`src/rtl/sft_pkg.sv`:
```
package sft_pkg;

   // True when v is a non-zero power of two
   function automatic bit is_pow2(input int unsigned v);
      return (v != 0) && ((v & (v - 1)) == 0);
   endfunction

   // Largest load offset in ticks for a given advance width
   function automatic int unsigned max_offset(input int unsigned sclk_per,
                                              input int unsigned step,
                                              input int unsigned adv_w);
      return sclk_per + step * ((1 << adv_w) - 1);
   endfunction

endpackage

```
`src/rtl/sft_interval_ctr.sv`:
```
module sft_interval_ctr #(
   parameter int INTERVAL = 2048,
   localparam int CW = $clog2(INTERVAL)
) (
   input  logic          clk,
   input  logic          rst_n,
   input  logic          tick_en,
   output logic [CW-1:0] cnt,
   output logic          wrap
);

   localparam logic [CW-1:0] LAST = CW'(INTERVAL - 1);

   assign wrap = tick_en && (cnt == LAST);

   always_ff @(posedge clk or negedge rst_n) begin
      if (!rst_n)       cnt <= '0;
      else if (wrap)    cnt <= '0;
      else if (tick_en) cnt <= cnt + 1'b1;
   end

endmodule

```
`src/rtl/sft_fsync_gen.sv`:
```
module sft_fsync_gen #(
   parameter int CW     = 11,
   parameter int FS_IDX = 279
) (
   input  logic          clk,
   input  logic          rst_n,
   input  logic          tick_en,
   input  logic          sclk_stb,
   input  logic [CW-1:0] cnt,
   output logic          fs
);

   localparam logic [CW-1:0] FS_C = CW'(FS_IDX);

   logic hit;
   assign hit = tick_en && (cnt == FS_C);

   // rise has priority over the ending strobe
   always_ff @(posedge clk or negedge rst_n) begin
      if (!rst_n)                          fs <= 1'b0;
      else if (hit)                        fs <= 1'b1;
      else if (fs && tick_en && sclk_stb)  fs <= 1'b0;
   end

endmodule

```
`src/rtl/sft_dac_load.sv`:
```
module sft_dac_load #(
   parameter int ADV_W    = 5,
   parameter int INTERVAL = 2048,
   parameter int FS_IDX   = 279,
   parameter int SCLK_PER = 8,
   parameter int STEP     = 8,
   localparam int CW      = $clog2(INTERVAL)
) (
   input  logic             clk,
   input  logic             rst_n,
   input  logic             tick_en,
   input  logic             wrap,
   input  logic             dac_on,
   input  logic [ADV_W-1:0] adv_in,
   input  logic [CW-1:0]    cnt,
   output logic [ADV_W-1:0] adv_held,
   output logic             dac_ld
);

   localparam logic [CW-1:0] FS_C   = CW'(FS_IDX);
   localparam logic [CW-1:0] SCLK_C = CW'(SCLK_PER);
   localparam logic [CW-1:0] STEP_C = CW'(STEP);

   logic [ADV_W-1:0] adv_eff;
   logic [CW-1:0]    off;
   logic [CW-1:0]    ld_pos;

   // capture stage: frozen while the converter runs
   always_ff @(posedge clk or negedge rst_n) begin
      if (!rst_n)       adv_held <= '0;
      else if (!dac_on) adv_held <= adv_in;
   end

   // apply stage: one value per interval
   always_ff @(posedge clk or negedge rst_n) begin
      if (!rst_n)    adv_eff <= '0;
      else if (wrap) adv_eff <= adv_held;
   end

   assign off = SCLK_C + CW'(adv_eff) * STEP_C;

   generate
      if (sft_pkg::is_pow2(INTERVAL)) begin : g_mask_wrap
         assign ld_pos = FS_C - off;
      end else begin : g_add_wrap
         localparam logic [CW:0] IV_C = (CW+1)'(INTERVAL);
         logic [CW:0] diff;
         logic [CW:0] fixed;
         assign diff   = {1'b0, FS_C} - {1'b0, off};
         assign fixed  = diff[CW] ? (diff + IV_C) : diff;
         assign ld_pos = fixed[CW-1:0];
      end
   endgenerate

   always_ff @(posedge clk or negedge rst_n) begin
      if (!rst_n) dac_ld <= 1'b0;
      else        dac_ld <= tick_en && (cnt == ld_pos);
   end

endmodule

```
`src/rtl/sample_frame_timer.sv`:
```
module sample_frame_timer #(
   parameter int ADV_W    = 5,
   parameter int INTERVAL = 2048,
   parameter int FIRST_FS = 280,
   parameter int SCLK_PER = 8,
   parameter int STEP     = 8
) (
   input  logic             clk,
   input  logic             rst_n,
   input  logic             tick_en,
   input  logic             sclk_stb,
   input  logic             dac_on,
   input  logic [ADV_W-1:0] adv_in,
   output logic             fs_out,
   output logic             dac_ld
);

   localparam int CW     = $clog2(INTERVAL);
   localparam int FS_IDX = FIRST_FS - 1;

   generate
      if (INTERVAL < 2) begin : g_bad_interval
         $error("INTERVAL must be at least 2");
      end
      if (FIRST_FS < 1 || FIRST_FS > INTERVAL) begin : g_bad_first
         $error("FIRST_FS must lie within one interval");
      end
      if (sft_pkg::max_offset(SCLK_PER, STEP, ADV_W) >= INTERVAL) begin : g_bad_offset
         $error("largest load offset must be shorter than INTERVAL");
      end
   endgenerate

   logic [CW-1:0]    cnt;
   logic             wrap;
   logic [ADV_W-1:0] adv_held;

   sft_interval_ctr #(.INTERVAL(INTERVAL)) u_ctr (
      .clk     (clk),
      .rst_n   (rst_n),
      .tick_en (tick_en),
      .cnt     (cnt),
      .wrap    (wrap)
   );

   sft_fsync_gen #(.CW(CW), .FS_IDX(FS_IDX)) u_fs (
      .clk      (clk),
      .rst_n    (rst_n),
      .tick_en  (tick_en),
      .sclk_stb (sclk_stb),
      .cnt      (cnt),
      .fs       (fs_out)
   );

   sft_dac_load #(
      .ADV_W    (ADV_W),
      .INTERVAL (INTERVAL),
      .FS_IDX   (FS_IDX),
      .SCLK_PER (SCLK_PER),
      .STEP     (STEP)
   ) u_ld (
      .clk      (clk),
      .rst_n    (rst_n),
      .tick_en  (tick_en),
      .wrap     (wrap),
      .dac_on   (dac_on),
      .adv_in   (adv_in),
      .cnt      (cnt),
      .adv_held (adv_held),
      .dac_ld   (dac_ld)
   );

endmodule

```
`config.mk`:
```
export PLATFORM = sky130hd
export DESIGN_NAME = sample_frame_timer
export DESIGN_NICKNAME = d
export VERILOG_FILES = /design/src/rtl/sft_pkg.sv /design/src/rtl/sft_interval_ctr.sv /design/src/rtl/sft_fsync_gen.sv /design/src/rtl/sft_dac_load.sv /design/src/rtl/sample_frame_timer.sv
export SDC_FILE = /design/constraint.sdc
export NUM_CORES = 1
export LEC_CHECK = 0
export ABC_AREA = 1
export BUFFER_PORTS_ARGS = -buffer_cell sky130_fd_sc_hd__buf_2
export CAP_MARGIN = 20
export CORE_MARGIN = 3
export CORE_UTILIZATION = 53
export CTS_BUF_LIST = sky130_fd_sc_hd__clkbuf_16
export CTS_CLUSTER_DIAMETER = 30
export DETAILED_ROUTE_END_ITERATION = 16
export MAX_ROUTING_LAYER = met4
export PLACE_DENSITY = 0.75
export SYNTH_ARGS = -nofsm -noshare
export SYNTH_HDL_FRONTEND = slang
export SYNTH_SLANG_ARGS = --single-unit
```
`constraint.sdc`:
```
create_clock -name clk -period 1.4 [get_ports clk]
set_input_delay 0.14 -clock clk [delete_from_list [all_inputs] [get_ports clk]]
set_output_delay 0.14 -clock clk [all_outputs]
set_load 0.005 [all_outputs]
```
**Word level (Yosys, flattened, before mapping)**

Index checks and enable logic that the tools add are counted.
W data, S select, Z words.

- Flip-flop bits (word level): 23
- Input bits: 10
- Output and inout port bits: 2
- Logic and storage cells: 22

- $add $sub $neg: 3
- Eq/ne operators: 3
- Multiplexer cells: 4
- Reduce and logical (&&, ||, !) cells: 7

Operators with widths:

| cell | count |
|---|---|
| $mux W11 | 2 |
| $add A11 B1 Y11 const B | 1 |
| $eq A11 B11 Y1 | 1 |
| $eq A11 B11 Y1 const B | 1 |
| $eq A11 B9 Y1 const B | 1 |
| $sub A9 B11 Y11 const A | 1 |
| $add A4 B8 Y9 const A | 1 |
| $logic_and A1 B1 Y1 | 5 |
| $reduce_bool A2 Y1 | 2 |
| $mux W1 | 2 |

**Logic depth before layout (Yosys ltp)**

Gate-level depths: netlist (run 1).

- Word-level depth: 4
- Depth in mapped cells: 13
- Gate-level depth less buffers: 12

**Modules after synthesis**

A second synthesis (run 1) with hierarchy kept.

- Cell total of the unflattened synthesis: 158
- Area total of the unflattened synthesis: 1,258.7 um^2

By module, submodules not included:

| module | instances | cells an instance | area an instance (um^2) | sequential area each (um^2) |
|---|---|---|---|---|
| sft_dac_load | 1 | 71 | 584.3 | 275.3 |
| sft_interval_ctr | 1 | 67 | 574.3 | 275.3 |
| sft_fsync_gen | 1 | 20 | 100.1 | 25.0 |

**Worst setup path after synthesis (run 1)**

No wires, ideal clock.

- Path type: reg2reg
- From: reg u_ld.adv_eff[0]
- To: reg u_ld.dac_ld
- Library setup time: 0.071 ns
- Data arrival time: 1.444 ns
- Data required time: 1.329 ns
- Setup slack: -0.115 ns
- Cell stages (with the launch flop): 14
- Buffers on the path: 1
- Period minus slack after synthesis: 1.515 ns
- Cell sequence: dfrtp_1 -> buf_4 -> inv_2 -> ha_1 -> inv_1 -> nand2_1 -> inv_1 -> nor2_1 -> nand2_1 -> nand2_1 -> nand2_1 -> nand2_1 -> nand3_1 -> nor2_1

- Cells in the longest elaborated chain, start to end: 4

Ends and longest elaborated chain:

| what | RTL line | RTL |
|---|---|---|
| start: declaration | sft_dac_load.sv:24 | `logic [ADV_W-1:0] adv_eff;` |
| start signal: assignment | sft_dac_load.sv:37 | `else if (wrap) adv_eff <= adv_held;` |
| $add A4 B8 Y9 | sft_dac_load.sv:40 | `assign off = SCLK_C + CW'(adv_eff) * STEP_C;` |
| $sub A9 B11 Y11 | sft_dac_load.sv:44 | `assign ld_pos = FS_C - off;` |
| $eq A11 B11 Y1 | sft_dac_load.sv:57 | `else dac_ld <= tick_en && (cnt == ld_pos);` |
| $logic_and A1 B1 Y1 | sft_dac_load.sv:57 |  |
| end signal: assignment | sft_dac_load.sv:57 |  |
| end: declaration | sft_dac_load.sv:17 | `output logic dac_ld` |

No other way between the ends.
A chain may end at the register's enable or synchronous reset.

**Worst setup path in the final report (run 1)**

- From: reg u_ctr.cnt[1]
- To: reg u_ctr.cnt[10]

- Cells in the longest elaborated chain, start to end: 3
- Elaborated cells on any way between the ends: 6
- Those cells by class: add/sub (1); eq/ne (1); mux (2); reduce/logical (2)

Ends and longest elaborated chain:

| what | RTL line | RTL |
|---|---|---|
| start: declaration | sft_interval_ctr.sv:8 | `output logic [CW-1:0] cnt,` |
| start signal: assignment | sft_interval_ctr.sv:19 | `else if (tick_en) cnt <= cnt + 1'b1;` |
| $add A11 B1 Y11 / $eq A11 B11 Y1 (equally long branches) | sft_interval_ctr.sv:19, sft_interval_ctr.sv:14 |  |
| $mux W11 / $logic_and A1 B1 Y1 (equally long branches) | sft_interval_ctr.sv:19, sft_interval_ctr.sv:14 |  |
| $mux W11 / $reduce_bool A2 Y1 (equally long branches) | -- |  |

Several ways; a longest one is shown, not always the timed one. The select of a mux whose other input is x is not followed.

==> metrics.txt, run 1 <==
Mapped Avg Cell Area=7.11 um^2; Crit. Startpoint=u_ctr.cnt[1]$_DFFE_PN0P_; Leak=0.000938 uW; sequential element share of the synthesized area=0.377; CTS Buf Count=3; status=finished with violations; port buffer count=11; FF+latch count, synth=23; MaxCap Viol Count=0; CP max FO=3; cell count after synthesis=215; Core Box Area=2610 um^2; Slowest cell on crit path=dfrtp_1; Crit Path Class=register to register; Post-Place Worst Slack=-0.175 ns; Worst Path Arrival=1.63 ns; FF-to-FF End=u_ctr.cnt[10]$_DFFE_PN0P_; Area Overhead vs Synth=25.3%; Slew Limit Fails=0; Core Rows=18; largest net degree at the start of global routing=24; # fillers=190; crit-path cells=ha_4 -> nand2_4 -> nor2_4 -> nand3_4 -> nor3_4 -> nand3_2 -> xor2_1; Slew HR=0.659; Area contributors post-synth=dfrtp_1, nand2_1, nand3_1, inv_1, nor2_1; post-layout minimum cycle time=1.51 ns; slowest stage delay, CP=0.39 ns; final non-filler cell total=272; failing checks=setup timing; Clock Skew=0.00293 ns; Root Driver=clkbuf_16; period utilisation layout=1.08; full die area=3560 um^2; pwr/cell area=1210 nW/um^2; Setup crit start kind=register; clock sink total=23; GRT overflow=0; Max Root-Sink Buffers=2; Reg2Reg Depth=7; final hold vios=0; FFs w/ async S/R, synth=1.00; DR vias/cell=5.46; Routed WL per cell=13.4 um; antenna cells=0; Total Nets Final=256; count of cell types in the netlist=29; Synth top cells by count=nand2_1, nand3_1, inv_1, dfrtp_1, nor2_1; final worst slack=-0.110 ns; Fmax=0.662 GHz; Clock Latency Late Sink=0.25 ns; Worst-Margin Slew=0.511 ns; EDFF count, synth=0; count leader, synth=nand2_1; Post-CTS Setup Inserts=0; RSZ-0062 raised after global routing=true; crit path capture=u_ctr.cnt[10]$_DFFE_PN0P_; CTS H-tree depth=1; Reg2Reg Launch Point=u_ctr.cnt[1]$_DFFE_PN0P_; VDD IR-drop max=1.08 mV; Routed WL=3640 um; initial antenna violation count=0; Power, Total=2320 uW; fraction of layout cells with a size suffix above 1=0.285; Critical Path End Type=register; DRC errors left=0; final setup vio count=6; CTS tree=done; worst min path class=input pin to register; syn_nets=228; number of I/O pins=12; DRT iter0 DRCs=115; height of the chip=59.7 um; Syn Std Cell Area=1530 um^2; initial core utilization=0.585; chip width=59.7 um; GR Util All Layers=0.244; TritonRoute pass-1 iters=4; vias in the first global route=1394; antenna-violating nets left=0; Synth Flop Type=dfrtp_1; top cell type's share of synthesized area=0.377; Placer Congestion=0.990; Worst R2R Setup Slack=-0.11 ns; Critical Path RT=1.52 ns; first-pass GRT wire length=6420 um; Placed Instances=266; yosys warns=0; clk slew on worst S/H paths=0.06 ns; DR vias=1485; Yosys top cell by area=dfrtp_1; DP Wirelength=2630 um
[worst min path at each step]
stage / startpoint / end / slack [ns] / cells past startpoint
finish: adv_in[4] / u_ld.adv_held[4]$_DFFE_PN0N_ / 0.12 / 2
global route: adv_in[4] / u_ld.adv_held[4]$_DFFE_PN0N_ / 0.12 / 2
CTS: adv_in[4] / u_ld.adv_held[4]$_DFFE_PN0N_ / 0.12 / 2
detailed placement: rst_n / u_ld.adv_eff[2]$_DFFE_PN0P_ / 0.14 / 1
global placement: rst_n / u_ld.adv_eff[2]$_DFFE_PN0P_ / 0.14 / 1
floorplan: rst_n / u_ctr.cnt[0]$_DFFE_PN0P_ / -0.16 / 0
[sequential cells by signal (all words and copies together) (netlist names)]
register       flops
u_ld.adv_eff       5
u_ld.dac_ld        1
u_ctr.cnt         11
u_ld.adv_held      5
u_fs.fs            1
[through the flow]
stage	hold WS (ns)	instance area (um^2)	TNS, ns	utilization
floorplan	-0.156	1550	-0.0371	-
detailed placement	0.144	1720	-0.374	0.659
global placement	0.143	1720	-0.109	0.659
global route	0.117	1910	-1.46	0.733
CTS	0.119	1840	-0.290	0.705
finish	0.118	1910	-0.490	0.733
[cell usage in the layout (no fill, tap or decap), types with 2 or more instances in the layout]
cell / instances
a21oi_1: 5
buf_2: 12
buf_4: 13
buf_6: 4
clkbuf_16: 3
dfrtp_1: 20
dfrtp_2: 3
ha_4: 3
inv_1: 24
inv_2: 5
nand2_1: 57
nand2_2: 6
nand3_1: 23
nand3_2: 4
nand3_4: 2
nand4_1: 8
nor2_1: 16
nor2_2: 4
nor2_4: 3
nor3_1: 3
o21ai_0: 2
o21ai_1: 7
xor2_1: 4
[critical path, delay by kind of cell, from the launching register on]
kind	cells	cell delay, ns
adders and majority gates	1	0.17
DFF	1	0.39
xor gates and xnor gates	1	0.18
and+or+nand+nor	5	0.64
[cell type report]
class	count	area [um^2]	share of cell area
inverters	31	119	0.0621
clock inverters	1	5.00	0.00261
clock buffers	3	75.1	0.0392
multi-input cells	154	886	0.463
well taps	30	37.5	0.0196
flip-flops and latches	23	579	0.303
repair buffers	30	213	0.111
[cell families (layout without fill, tap and decap cells)]
group / Yosys count / count (layout) / synth area share
AND/OR/NAND/NOR: 129 / 129 / 0.400
buffers and inverters: 38 / 65 / 0.107
flip-flops: 23 / 23 / 0.377
AO/OA/AOI/OAI: 16 / 16 / 0.0557
XOR/XNOR: 5 / 5 / 0.0287
adder cells (fa/ha/maj): 3 / 3 / 0.0246
multiplexers: 1 / 1 / 0.00737
[layer usage]
metal	up-vias	wire (um)	track usage
met5	-	0	-
met4	0	74	0.0759
met3	12	154	0.0410
met2	48	1810	0.389
met1	690	1600	0.318
li1	735	-	-
[where the power goes]
group | switching (uW) | internal [uW]
combinational | 480 | 315
clock | 225 | 384
sequential | 126 | 788
[what timing repair did]
item,4_1_cts,5_1_grt
cloned,0,1
endpoints found under the hold margin,23,0
hold buffers,1,0
pin swaps,1,4
endpoints found under the setup margin,8,15
resized for setup,6,20
Note: power is estimated with default switching activity, not from simulation.
==> inputs of run 2 (changes only) <==
--- a/config.mk
+++ b/config.mk
@@ -8,13 +8,14 @@
 export ABC_AREA = 1
 export BUFFER_PORTS_ARGS = -buffer_cell sky130_fd_sc_hd__buf_2
 export CAP_MARGIN = 20
-export CORE_MARGIN = 3
-export CORE_UTILIZATION = 53
+export CELL_PAD_IN_SITES_DETAIL_PLACEMENT = 1
+export CELL_PAD_IN_SITES_GLOBAL_PLACEMENT = 1
+export CORE_UTILIZATION = 39
 export CTS_BUF_LIST = sky130_fd_sc_hd__clkbuf_16
 export CTS_CLUSTER_DIAMETER = 30
 export DETAILED_ROUTE_END_ITERATION = 16
 export MAX_ROUTING_LAYER = met4
-export PLACE_DENSITY = 0.75
+export PLACE_DENSITY_LB_ADDON = 0.1
 export SYNTH_ARGS = -nofsm -noshare
 export SYNTH_HDL_FRONTEND = slang
 export SYNTH_SLANG_ARGS = --single-unit
==> run 2 against run 1 <==
Effect of this change: the flow still finishes with violations (setup timing); via count is 0.27% higher; critical path type unchanged; hold slack worse by 0.0019 ns; count of clock-buffer cells in the layout stayed put; largest power group unchanged; die area is 17% higher; clock skew is 0.00098 ns higher; non-clock buffer count is 4 higher; setup slack worse by 0.016 ns; global-route usage is 1.9 points lower; wire length is 20% higher.
==> metrics.txt, run 2 (same netlist as run 1, synthesis figures left out) <==
status=finished with violations; failing checks=setup timing; initial antenna violation count=0; final worst slack=-0.126 ns; fraction of layout cells with a size suffix above 1=0.350; full die area=4170 um^2; antenna cells=0; DRT iter0 DRCs=61; Placer Congestion=0.838; DRC errors left=0; Leak=0.000983 uW; crit-path cells=inv_4 -> ha_4 -> inv_2 -> nand2_4 -> nand2_1 -> nand2_1 -> nand2_1 -> nor2_1 -> nand3_1 -> nor2_1 -> nand2_1 -> nor2_2; TritonRoute pass-1 iters=4; worst min path class=input pin to register; CTS Buf Count=3; commonest non-fill, non-tap cell in the layout=nand2_1; Slew Limit Fails=0; Setup crit start kind=register; Clock Skew=0.00391 ns; Core Rows=22; largest reg by FF count=u_ctr.cnt; delay-heaviest family, CP=simple AND/OR/NAND/NOR gates; MaxCap Viol Count=0; CTS H-tree depth=1; number of I/O pins=12; Hold Path Stages=2; pwr/cell area=1200 nW/um^2; VDD IR-drop max=0.601 mV; Area Overhead vs Synth=32.6%; DR vias=1489; GRT overflow=0; DP Wirelength=3150 um; Worst-Margin Slew=0.572 ns; Slowest cell on crit path=dfrtp_2; most frequent cells in the layout=nand2_1, inv_1, nand3_1, dfrtp_1, buf_4; Reg2Reg Launch Point=u_ld.adv_eff[0]$_DFFE_PN0P_; most used cell, CP=nand2_1; final non-filler cell total=294; Worst Path Arrival=1.72 ns; initial core utilization=0.411; Reg2Reg Depth=12; port buffer count=11; first-pass GRT wire length=6870 um; clk slew on worst S/H paths=0.06 ns; final hold vios=0; final setup vio count=11; hold_sp=adv_in[4]; max reg flops=11; chip width=64.6 um; CP Depth=12; post-layout minimum cycle time=1.53 ns; Bufs and invs on worst path=2; period utilisation layout=1.09; largest net degree at the start of global routing=24; Critical Path RT=1.59 ns; slowest stage delay, CP=0.42 ns; Total Nets Final=260; CP max FO=4; Fmax=0.655 GHz; Crit Path Class=register to register; fin util=0.545; Regs by FF count=u_ctr.cnt x11, u_ld.adv_eff x5, u_ld.adv_held x5; vias in the first global route=1490; Routed WL per cell=14.8 um; Core Box Area=3720 um^2; Placed Instances=286; CTS tree=done; clock sink total=23; Slew HR=0.619; antenna-violating nets left=0; Max Root-Sink Buffers=2; Crit. Startpoint=u_ld.adv_eff[0]$_DFFE_PN0P_; DR vias/cell=5.06; height of the chip=64.6 um; RSZ-0062 raised after global routing=true; GR Util All Layers=0.225; Root Driver=clkbuf_16; Clock Latency Late Sink=0.26 ns; Post-Place Worst Slack=-0.211 ns; Routed WL=4360 um; Critical Path End Type=register
[run 2: cell count changes in the layout (fill, tap and decap cells not counted), sizes merged]
cell | before | now
buf | 29 | 33
[run 2: worst paths after layout]
kind	to	slack (ns)
setup / recovery	u_ld.dac_ld$_DFF_PN0_	-0.13
hold / removal	u_ld.adv_held[4]$_DFFE_PN0N_	0.12
setup reg to reg	u_ld.dac_ld$_DFF_PN0_	-0.13
hold reg to reg	u_ld.adv_eff[4]$_DFFE_PN0P_	0.49
max in group asynchronous	u_ld.adv_eff[0]$_DFFE_PN0P_	0.58
min in group asynchronous	u_ld.dac_ld$_DFF_PN0_	0.41
[run 2: stage by stage]
| step | hold slack, ns | setup TNS (ns) | area, um^2 | power (uW) |
|---|---|---|---|---|
| finish | 0.116 | -0.557 | 2030 | 2420 |
| CTS | 0.116 | -0.695 | 1900 | 2320 |
| floorplan | -0.156 | -0.0371 | 1550 | 1370 |
| detailed placement | 0.159 | -0.502 | 1760 | 1660 |
| global route | 0.111 | -1.67 | 2030 | 2570 |
| global placement | 0.153 | -0.218 | 1760 | 1630 |
[run 2: report_power, final]
part | internal [uW] | total [uW] | switching, uW | leakage (uW)
logic | 336 | 866 | 530 | 0.000670
clock network | 385 | 628 | 244 | 0.0000409
registers | 790 | 929 | 139 | 0.000272
[run 2: area by class of cell]
type | count | area (um^2)
Timing Repair Buffer | 34 | 253
Multi-Input combinational cell | 154 | 932
Clock buffer | 3 | 75.1
Tap cell | 48 | 60.1
Fill cell | 484 | 1690
Sequential cell | 23 | 582
Clock inverter | 1 | 5.00
Inverter | 31 | 119
[run 2: metal layers]
metal | vias up | share of wire | wire [um] | global-route usage
met3 | 5 | 0.017 | 74 | 0.0264
met2 | 18 | 0.52 | 2250 | 0.387
met4 | 0 | 0.0083 | 36 | 0.0500
met5 | - | 0 | 0 | -
met1 | 719 | 0.46 | 2000 | 0.284
li1 | 747 | - | - | -
[run 2: what timing repair did]
action,CTS,global route
pin swaps,6,12
endpoints found under the hold margin,23,0
hold buffers,1,0
setup endpoints to repair,13,15
buffers inserted,2,2
cloned,0,1
resized for setup,9,35
==> inputs of run 3 (changes only) <==
--- a/config.mk
+++ b/config.mk
@@ -10,7 +10,7 @@
 export CAP_MARGIN = 20
 export CELL_PAD_IN_SITES_DETAIL_PLACEMENT = 1
 export CELL_PAD_IN_SITES_GLOBAL_PLACEMENT = 1
-export CORE_UTILIZATION = 39
+export CORE_UTILIZATION = 38
 export CTS_BUF_LIST = sky130_fd_sc_hd__clkbuf_16
 export CTS_CLUSTER_DIAMETER = 30
 export DETAILED_ROUTE_END_ITERATION = 16
@@ -18,4 +18,5 @@
 export PLACE_DENSITY_LB_ADDON = 0.1
 export SYNTH_ARGS = -nofsm -noshare
 export SYNTH_HDL_FRONTEND = slang
+export SYNTH_HIERARCHICAL = 1
 export SYNTH_SLANG_ARGS = --single-unit
==> run 3 against run 2 <==
Effect of this change: the flow now finishes without violations; critical path depth fell by 6; utilization is 4.0 points lower; sequential share of layout area increased by 8.0 points; sequential power shrank 9.0%; clock skew hardly changed; first-iteration DRC count shrank 66%; wire length is 34% lower; global-route usage shrank 2.5 points; maximum frequency increased by 17%; non-clock buffer count decreased by 10.
==> metrics.txt, run 3 <==
Worst-Margin Slew=0.536 ns; Placer Congestion=0.734; post-layout minimum cycle time=1.31 ns; count leader, synth=nand2_1; Hold Path Stages=2; DRC errors left=0; FF+latch count, synth=23; MaxCap Viol Count=0; RSZ-0062 raised after global routing=false; GR peak layer=met2; Core Rows=20; DR vias/cell=4.57; fraction of layout cells with a size suffix above 1=0.259; full die area=3550 um^2; Crit Path Class=register to register; crit path capture=u_ld/adv_eff[0]$_DFFE_PN0P_; Routed WL per cell=12.6 um; status=complete, no violations; pwr/cell area=1260 nW/um^2; M1 GR Usage=0.245; Core Box Area=3100 um^2; worst min path class=input pin to register; Clock Skew=0.00410 ns; port buffer count=11; Worst Path Arrival=1.45 ns; Sequential Power Share=0.428; Mapped Avg Cell Area=7.97 um^2; # fillers=404; Reg2Reg Launch Point=u_ctr/cnt[0]$_DFFE_PN0P_; Synth top cells by count=nand2_1, inv_1, dfrtp_1, nor2_1, nand3_1; largest reg by FF count=u_ctr/cnt; internal cell power=1370 uW; final setup vio count=0; yosys warns=6; combinational share of power=0.248; antenna cells=0; Reg2Reg Depth=6; grt met3 use=0.0262; height of the chip=59.6 um; Max Root-Sink Buffers=2; Critical Path RT=1.55 ns; Setup crit start kind=register; FFs w/ async S/R, synth=1.00; final hold vios=0; Psw=601 uW; Crit. Startpoint=u_ctr/cnt[0]$_DFFE_PN0P_; EDFF count, synth=0; CTS Buf Count=3; syn_nets=170; chip width=59.6 um; Clock Latency Late Sink=0.26 ns; Synth Flop Type=dfrtp_1; first-pass GRT wire length=5070 um; Total Nets Final=198; Root Driver=clkbuf_16; Worst R2R Setup Slack=0.09 ns; CTS H-tree depth=1; TritonRoute pass-1 iters=4; most frequent cells in the layout=nand2_1, inv_1, dfrtp_1, buf_4, nor2_1; Placed Instances=223; antenna-violating nets left=0; largest net degree at the start of global routing=24; top cell type's share of synthesized area=0.457; final non-filler cell total=229; Yosys top cell by area=dfrtp_1; Routed WL=2880 um; initial antenna violation count=0; initial core utilization=0.406; clk slew on worst S/H paths=0.06 ns; Area contributors post-synth=dfrtp_1, nand2_1, inv_1, mux2_2, xor2_1; DR vias=1047; CP max FO=3; vias in the first global route=1174; number of I/O pins=12; GRT overflow=0; GR Util All Layers=0.200; DP Wirelength=2140 um; period utilisation layout=0.932; max reg flops=11; cell count after synthesis=158; count of cell types in the netlist=19; sequential element share of the synthesized area=0.457; sw frac=0.305; Area Overhead vs Synth=24.6%; Power, Total=1970 uW; Slew HR=0.642; CTS tree=done; commonest non-fill, non-tap cell in the layout=nand2_1; clock sink total=23; FF-to-FF End=u_ld/adv_eff[0]$_DFFE_PN0P_; Critical Path End Type=register; GR Util met2=0.332; Syn Std Cell Area=1260 um^2; DRT iter0 DRCs=21; VDD IR-drop max=0.693 mV; Regs by FF count=u_ctr/cnt x11, u_ld/adv_eff x5, u_ld/adv_held x5; Fmax=0.766 GHz; Leak=0.000826 uW; Clk pwr share=0.324; Slew Limit Fails=0
[run 3: changes by cell type after synthesis, sizes merged, moves of 2 or more]
| cell | delta |
|---|---|
| inv | +2 |
| nand4 | -5 |
| nand2 | -18 |
| o21ai | -5 |
| mux2 | +5 |
| nand3 | -17 |
| buf | -5 |
| nor2 | -6 |
| nor3 | -5 |
| xnor2 | +3 |
| a21oi | -4 |
[run 3: what timing repair did]
action / CTS / global route
gates resized for setup: 0 / 2
hold buffers: 1 / 0
setup buffers: 0 / 1
endpoints found under the setup margin: 0 / 1
endpoints found under the hold margin: 23 / 0
[run 3: worst max-delay path, stage by stage (launching register included)]
cell      delay, ns
dfrtp_1        0.35
ha_2           0.20
nand3_2        0.10
nor2_4         0.10
nand3_2        0.09
clkinv_2       0.07
mux2_4         0.29
[run 3: cells by family (layout without fill, tap and decap cells)]
logic type,count (synthesis),count (layout),share of synthesized area
AO/OA/AOI/OAI,5,5,0.0199
buffers and inverters,34,61,0.103
adder cells (fa/ha/maj),2,2,0.0199
multiplexers,6,6,0.0537
flip-flops,23,23,0.457
XOR/XNOR,9,9,0.0626
AND/OR/NAND/NOR,79,79,0.283
[run 3: layout make-up]
type / count / area [um^2] / share of cell area
Inverter: 33 / 125 / 0.0798
Clock inverter: 1 / 7.51 / 0.00479
Sequential cell: 23 / 576 / 0.367
Timing Repair Buffer: 24 / 155 / 0.0990
Tap cell: 44 / 55.1 / 0.0351
Clock buffer: 3 / 75.1 / 0.0479
Multi-Input combinational cell: 101 / 574 / 0.366
[run 3: per-stage QoR]
| step | utilization | cell area, um^2 | setup TNS (ns) | setup WS, ns | hold WS, ns |
|---|---|---|---|---|---|
| after global routing | 0.505 | 1570 | 0 | 0.0127 | 0.109 |
| after CTS | 0.498 | 1550 | 0 | 0.0839 | 0.108 |
| after global placement | 0.468 | 1450 | 0 | 0.135 | 0.154 |
| final | 0.505 | 1570 | 0 | 0.0947 | 0.110 |
| after detailed placement | 0.468 | 1450 | 0 | 0.105 | 0.161 |
| after floorplan | - | 1270 | -0.152 | -0.152 | -0.156 |
[run 3: power groups by stage]
stage,logic (uW),registers (uW),clock network (uW)
2_1_floorplan,234,879,0
3_3_place_gp,467,854,0
3_5_place_dp,482,860,0
4_1_cts,495,847,659
5_1_grt,553,859,675
6_report,489,845,639
[run 3: worst min-delay path by stage]
stage               slack, ns                      endpoint  startpoint
finish                   0.11  u_ld/adv_held[1]$_DFFE_PN0N_   adv_in[1]
global route             0.11  u_ld/adv_held[1]$_DFFE_PN0N_   adv_in[1]
CTS                      0.11  u_ld/adv_held[2]$_DFFE_PN0N_   adv_in[2]
detailed placement       0.16      u_ctr/cnt[6]$_DFFE_PN0P_       rst_n
global placement         0.15         u_ld/dac_ld$_DFF_PN0_       rst_n
floorplan               -0.16      u_ctr/cnt[0]$_DFFE_PN0P_       rst_n
[run 3: metal layers]
metal,wire [um],up-vias,share of wire
li1,-,529,-
met1,1340,499,0.47
met2,1430,13,0.50
met3,60,6,0.021
met4,47,0,0.016
met5,0,-,0
